File: config.mk
export PLATFORM = sky130hd
export DESIGN_NAME = dram_opstate
export DESIGN_NICKNAME = d
export VERILOG_FILES = /design/src/rtl/dos_pkg.sv /design/src/rtl/dos_wait_timer.sv /design/src/rtl/dos_idle_detect.sv /design/src/rtl/dos_next_state.sv /design/src/rtl/dram_opstate.sv
export SDC_FILE = /design/constraint.sdc
export NUM_CORES = 1
export LEC_CHECK = 0
export CAP_MARGIN = 25
export CORE_MARGIN = 2
export CORE_UTILIZATION = 35
export DETAILED_ROUTE_END_ITERATION = 8
export DONT_BUFFER_PORTS = 1
export PLACE_DENSITY = 0.49
export SYNTH_ARGS = -nofsm -noshare
export SYNTH_HDL_FRONTEND = slang
export SYNTH_SLANG_ARGS = --single-unit
File: constraint.sdc
create_clock -name clk -period 4.1 [get_ports clk]
set_clock_uncertainty 0.15 [all_clocks]
set_input_delay 0.615 -clock clk [delete_from_list [all_inputs] [get_ports clk]]
set_output_delay 0.615 -clock clk [all_outputs]
set_load 0.01 [all_outputs]
File: src/rtl/dos_pkg.sv
package dos_pkg;

    typedef enum logic [2:0] {
        ST_INIT     = 3'd0,
        ST_CFG      = 3'd1,
        ST_CFG_REQ  = 3'd2,
        ST_ACC      = 3'd3,
        ST_ACC_REQ  = 3'd4,
        ST_LP       = 3'd5,
        ST_LP_ENTRY = 3'd6,
        ST_LP_EXIT  = 3'd7
    } op_state_e;

    typedef enum logic [2:0] {
        CMD_INIT  = 3'd0,
        CMD_CFG   = 3'd1,
        CMD_GO    = 3'd2,
        CMD_SLEEP = 3'd3,
        CMD_WAKE  = 3'd4
    } op_cmd_e;

    typedef enum logic [2:0] {
        CAUSE_NONE = 3'd0,
        CAUSE_HW   = 3'd1,
        CAUSE_SW   = 3'd2
    } lp_cause_e;

    typedef struct packed {
        op_state_e state;
        lp_cause_e cause;
    } op_regs_t;

    function automatic logic is_transitional(input op_state_e s);
        return (s == ST_CFG_REQ) || (s == ST_ACC_REQ) ||
               (s == ST_LP_ENTRY) || (s == ST_LP_EXIT);
    endfunction

endpackage

File: src/rtl/dos_wait_timer.sv
module dos_wait_timer #(
    parameter int TIMEOUT = 8
) (
    input  logic clk,
    input  logic rst_n,
    input  logic active,
    input  logic ack,
    output logic settle
);
    localparam int CW = (TIMEOUT > 1) ? $clog2(TIMEOUT) : 1;
    localparam logic [CW-1:0] LAST = CW'(TIMEOUT - 1);

    logic [CW-1:0] wait_d, wait_q;

    always_comb begin
        settle = active && (ack || (wait_q == LAST));
        wait_d = (active && !settle) ? wait_q + 1'b1 : '0;
    end

    always_ff @(posedge clk or negedge rst_n) begin
        if (!rst_n) wait_q <= '0;
        else        wait_q <= wait_d;
    end

    // the wait counter never passes the timeout window
    a_r5_wait_bounded: assert property (@(posedge clk) disable iff (!rst_n)
        32'(wait_q) < TIMEOUT);

    // an idle timer (no pending request) holds at zero
    a_r5_wait_idle_zero: assert property (@(posedge clk) disable iff (!rst_n)
        !active |=> wait_q == '0);

endmodule

File: src/rtl/dos_idle_detect.sv
module dos_idle_detect #(
    parameter int IDLE_CYCLES = 6
) (
    input  logic clk,
    input  logic rst_n,
    input  logic in_access,
    input  logic enable,
    input  logic idle,
    output logic fire
);
    localparam int CW = (IDLE_CYCLES > 1) ? $clog2(IDLE_CYCLES) : 1;
    localparam logic [CW-1:0] LAST = CW'(IDLE_CYCLES - 1);

    logic          counting;
    logic [CW-1:0] run_d, run_q;

    always_comb begin
        counting = in_access && enable && idle;
        fire     = counting && (run_q == LAST);
        run_d    = (counting && !fire) ? run_q + 1'b1 : '0;
    end

    always_ff @(posedge clk or negedge rst_n) begin
        if (!rst_n) run_q <= '0;
        else        run_q <= run_d;
    end

    // a broken idle run clears the count
    a_r7_run_restarts: assert property (@(posedge clk) disable iff (!rst_n)
        !idle |=> run_q == '0);

    generate
        if (IDLE_CYCLES > 1) begin : g_multi
            // a trigger is always preceded by an enabled idle cycle in access
            a_r7_fire_after_idle: assert property (@(posedge clk) disable iff (!rst_n)
                fire |-> $past(in_access && enable && idle));
        end
    endgenerate

endmodule

File: src/rtl/dos_next_state.sv
module dos_next_state
    import dos_pkg::*;
(
    input  op_regs_t   cur,
    input  logic       cmd_valid,
    input  logic [2:0] cmd_code,
    input  logic       acc_req,
    input  logic       idle_fire,
    input  logic       settle,
    output op_regs_t   nxt
);
    logic cmd_cfg, cmd_go, cmd_init, cmd_sleep, cmd_wake;

    always_comb begin
        cmd_cfg   = cmd_valid && (cmd_code == CMD_CFG);
        cmd_go    = cmd_valid && (cmd_code == CMD_GO);
        cmd_init  = cmd_valid && (cmd_code == CMD_INIT);
        cmd_sleep = cmd_valid && (cmd_code == CMD_SLEEP);
        cmd_wake  = cmd_valid && (cmd_code == CMD_WAKE);

        nxt = cur;
        unique case (cur.state)
            ST_INIT: begin
                if (cmd_cfg) nxt.state = ST_CFG_REQ;
            end
            ST_CFG: begin
                if (cmd_go)        nxt.state = ST_ACC_REQ;
                else if (cmd_init) nxt.state = ST_INIT;
            end
            ST_ACC: begin
                if (cmd_cfg) begin
                    nxt.state = ST_CFG_REQ;
                end else if (cmd_sleep) begin
                    nxt.state = ST_LP_ENTRY;
                    nxt.cause = CAUSE_SW;
                end else if (idle_fire) begin
                    nxt.state = ST_LP_ENTRY;
                    nxt.cause = CAUSE_HW;
                end
            end
            ST_LP: begin
                if (cur.cause == CAUSE_HW) begin
                    if (acc_req) nxt.state = ST_LP_EXIT;
                end else if (cmd_wake) begin
                    nxt.state = ST_LP_EXIT;
                end
            end
            ST_CFG_REQ: begin
                if (settle) nxt.state = ST_CFG;
            end
            ST_ACC_REQ: begin
                if (settle) nxt.state = ST_ACC;
            end
            ST_LP_ENTRY: begin
                if (settle) nxt.state = ST_LP;
            end
            ST_LP_EXIT: begin
                if (settle) begin
                    nxt.state = ST_ACC;
                    nxt.cause = CAUSE_NONE;
                end
            end
            default: nxt = cur;
        endcase
    end

endmodule

File: src/rtl/dram_opstate.sv
module dram_opstate
    import dos_pkg::*;
#(
    parameter int TIMEOUT     = 8,
    parameter int IDLE_CYCLES = 6
) (
    input  logic       clk,
    input  logic       rst_n,
    input  logic       cmd_valid,
    input  logic [2:0] cmd_code,
    input  logic       hw_lp_en,
    input  logic       bus_idle,
    input  logic       acc_req,
    input  logic       mem_ack,
    output logic       mem_req,
    output logic [6:0] status
);
    op_regs_t regs_d, regs_q;
    logic     settle, idle_fire, in_access;

    always_comb begin
        in_access = (regs_q.state == ST_ACC);
        mem_req   = is_transitional(regs_q.state);
        status    = {regs_q.cause, 1'b0, regs_q.state};
    end

    dos_wait_timer #(.TIMEOUT(TIMEOUT)) u_timer (
        .clk    (clk),
        .rst_n  (rst_n),
        .active (mem_req),
        .ack    (mem_ack),
        .settle (settle)
    );

    dos_idle_detect #(.IDLE_CYCLES(IDLE_CYCLES)) u_idle (
        .clk       (clk),
        .rst_n     (rst_n),
        .in_access (in_access),
        .enable    (hw_lp_en),
        .idle      (bus_idle),
        .fire      (idle_fire)
    );

    dos_next_state u_next (
        .cur       (regs_q),
        .cmd_valid (cmd_valid),
        .cmd_code  (cmd_code),
        .acc_req   (acc_req),
        .idle_fire (idle_fire),
        .settle    (settle),
        .nxt       (regs_d)
    );

    always_ff @(posedge clk or negedge rst_n) begin
        if (!rst_n) regs_q <= '{state: ST_INIT, cause: CAUSE_NONE};
        else        regs_q <= regs_d;
    end

    // init only stays or heads for config-request
    a_r3_init_exit: assert property (@(posedge clk) disable iff (!rst_n)
        regs_q.state == ST_INIT |=> regs_q.state inside {ST_INIT, ST_CFG_REQ});

    // config leaves only toward access-request or init
    a_r4_cfg_exit: assert property (@(posedge clk) disable iff (!rst_n)
        regs_q.state == ST_CFG |=> regs_q.state inside {ST_CFG, ST_ACC_REQ, ST_INIT});

    // an acknowledged request is dropped at the next edge
    a_r5_ack_drops_req: assert property (@(posedge clk) disable iff (!rst_n)
        mem_req && mem_ack |=> !mem_req);

    // low-power always carries a recorded cause
    a_r6_lp_has_cause: assert property (@(posedge clk) disable iff (!rst_n)
        regs_q.state == ST_LP |-> regs_q.cause != CAUSE_NONE);

    // the exit request lands only in access
    a_r8_exit_to_access: assert property (@(posedge clk) disable iff (!rst_n)
        regs_q.state == ST_LP_EXIT |=> regs_q.state inside {ST_LP_EXIT, ST_ACC});

    // access never shows a stale cause
    a_r8_access_clean: assert property (@(posedge clk) disable iff (!rst_n)
        regs_q.state == ST_ACC |-> regs_q.cause == CAUSE_NONE);

    // hardware-entered low-power holds without an access request
    a_r9_hw_lp_hold: assert property (@(posedge clk) disable iff (!rst_n)
        regs_q.state == ST_LP && regs_q.cause == CAUSE_HW && !acc_req
        |=> regs_q.state == ST_LP);

    // a pending request is not abandoned for another state
    a_r10_req_holds: assert property (@(posedge clk) disable iff (!rst_n)
        regs_q.state == ST_CFG_REQ |=> regs_q.state inside {ST_CFG_REQ, ST_CFG});

endmodule

==> impl_metrics.yaml <==
status:
  status: "completed"
worst_setup_path:
  reg2reg_slack_ns: 2.30
  cpMaxStageDelayCell: "dfrtp_1"
  required_ns: 3.34
  start_kind: "register"
  cpPeakStageDelay_ns: 0.60
  crit_path_end_kind: "output pin"
  timing_worst_setup_path_type: "reg2out"
  r2r-end: "status[2]$_DFFE_PN0P_"
  cp_cell_sequence: "nor2b_4 > o21bai_4"
  crit_buf_inv: 0
  crit_fanout: 11
  rr_worst_depth: 5
  critPathTopFamily: "flip-flops"
  cp-startpoint: "status[1]$_DFFE_PN0P_"
  worstPathArrival_ns: 1.27
  r2r-start: "u_timer.wait_q[0]$_DFF_PN0_"
sta:
  grt_setup_unrepaired: "no"
  finalWorstSetupSlack_ns: 2.06
  fmax_ghz: 0.491
  finalSetupTns_ns: 0
  period_share_pct: 49.7
  setup_viol_count_final: 0
  slew_viol_final: 0
  fin_crit_ns: 2.04
  hold_viol: 0
cts:
  cts_sinks: 11
  cts_resized: 0
  htreeDepth: 1
  clock_latency_ns: 0.26
  clk_path_buf_depth: 2
  cts.root.buffer_cell: "clkbuf_4"
  cts_buffers: 3
  path_clk_slew_ns: 0.07
  cts_tree: "yes"
  hold_buffers: 1
  cts_setup_buffers: 0
layout:
  n_antenna_cell: 0
  drive_gt1_share_pct: 9.46
  nFillCells: 211
  area_growth_pct: 4.35
  final_cells: 101
  final_core_util_pct: 38.7
  fin_nets: 89
yosys:
  yosys_warnings: 0
  synth-seq-area-share_pct: 38.3
  synth_area_leaders: "dfrtp_1, ha_1, nor2b_4"
  synth-edff-count: 0
  syn_avg_cell_area_um2: 9.86
  synthTopCellsByCount: "dfrtp_1, nand2_1, nor2_1"
  yosys.area.top_type: "dfrtp_1"
  async_reset_ff_share_pct: 100
  synth_flop_cell: "dfrtp_1"
  postSynthCellCount: 73
  synth_most_common_cell: "dfrtp_1"
  yosys.cell_types.count: 35
  ys_ff_latch: 11
  syn_area_um2: 719
  yosysTopAreaCellShare_pct: 38.3
grt:
  grt_pass1_vias: 567
  antenna_found_initial: 0
  grt_usage_pct: 13.3
  overflow: 0
  grt_max_degree: 12
  grt_pass1_wl_um: 2530
drt:
  top_layer: "met4"
  remaining_drc_errors: 0
  dr_wl_met2_um: 607
  vias: 521
  drt_wl_total_um: 1310
  vias_per_cell: 5.16
  ant_nets: 0
  m1WireLength_um: 595
  wl_met3_um: 90
  drt_iter0_drc: 5
  drt_first_pass_iters: 4
  drt-wirelength-per-cell_um: 12.9
die:
  die_h_um: 49.3
  dieWidth_um: 49.3
  die_area_um2: 2430
  start_util_pct: 37.0
  pin_count: 18
  core-area_um2: 1940
  fp-row-count: 16
placement:
  place_hpwl_um: 1060
  port_buffers: 0
  pre_cts_slack_ns: 2.29
  place_congestion: 0.768
  dpl.cell_count: 96
worst_hold_path:
  holdCritStartpoint: "u_timer.wait_q[0]$_DFF_PN0_"
  hold_end: "u_timer.wait_q[0]$_DFF_PN0_"
  min_path_type: "reg2reg"
  hold_path_depth: 1
pwr:
  ir_drop_mv: 0.238
  leakage_uw: 0.000350
  power_density_nw_per_um2: 578
job:
  drv_cap: 0
[sequential cells by signal (all words and copies together) (netlist names)]
register,cells
u_timer.wait_q,3
status,5
u_idle.run_q,3
[final cells by class]
class                   count  area (µm²)  area share (%)
clock buffers               4        26.3            3.50
inverters                   4        15.0            2.00
multi-input cells          54         390            52.0
flip-flops and latches     11         275            36.7
well taps                  27        33.8            4.50
repair buffers              1        10.0            1.33
[worst max-delay path by stage]
stage	end	slack [ns]	depth (start not counted)
after floorplan	status[1]$_DFFE_PN0P_	2.35	4
after global placement	status[2]$_DFFE_PN0P_	2.31	5
after detailed placement	status[1]$_DFFE_PN0P_	2.29	4
after CTS	mem_req	2.02	2
after global routing	mem_req	1.97	2
final	mem_req	2.06	2
[placed cells by master, fill, tap and decap left out, types with 2 or more instances in the layout]
| cell type | Yosys | final |
|---|---|---|
| nor2b_1 | 2 | 2 |
| conb_1 | 1 | 2 |
| ha_1 | 4 | 4 |
| and3_1 | 2 | 2 |
| nand2_1 | 6 | 6 |
| dfrtp_1 | 11 | 11 |
| nor2_1 | 6 | 6 |
| o2bb2ai_1 | 2 | 2 |
| nor3_1 | 3 | 3 |
| clkbuf_4 | 0 | 3 |
| a21oi_1 | 5 | 5 |
| nor2b_4 | 2 | 2 |
| inv_1 | 4 | 4 |
[layer usage]
layer / vias up / track usage [%]
met2: 9 / 21.2
met4: 0 / 5.71
met5: - / 0
met1: 250 / 16.0
met3: 2 / 4.91
li1: 260 / -
[cell families (layout without fill, tap and decap cells)]
group           Yosys count  after routing  synth area share [%]
flops                    11             11                  38.3
other cells               1              2                 0.521
simple gates             28             28                  23.0
buf+inv                   9              9                  8.00
compound gates           19             19                  21.9
mux                       1              1                  1.39
fa+ha+maj                 4              4                  6.96
[metrics by stage]
step                      hold WS, ns  instance area (µm²)  power, µW
after global placement          0.170                  714        365
final                           0.288                  751        434
after CTS                       0.283                  751        443
after floorplan                 0.169                  723        357
after detailed placement        0.170                  714        367
after global routing            0.319                  751        478
[report_power, final]
| group | switching [µW] | internal, µW |
|---|---|---|
| Clock | 33.2 | 37.5 |
| Combinational | 84.0 | 87.9 |
| Sequential | 58.5 | 133 |
No activity file was read; power rests on OpenSTA's default activity.
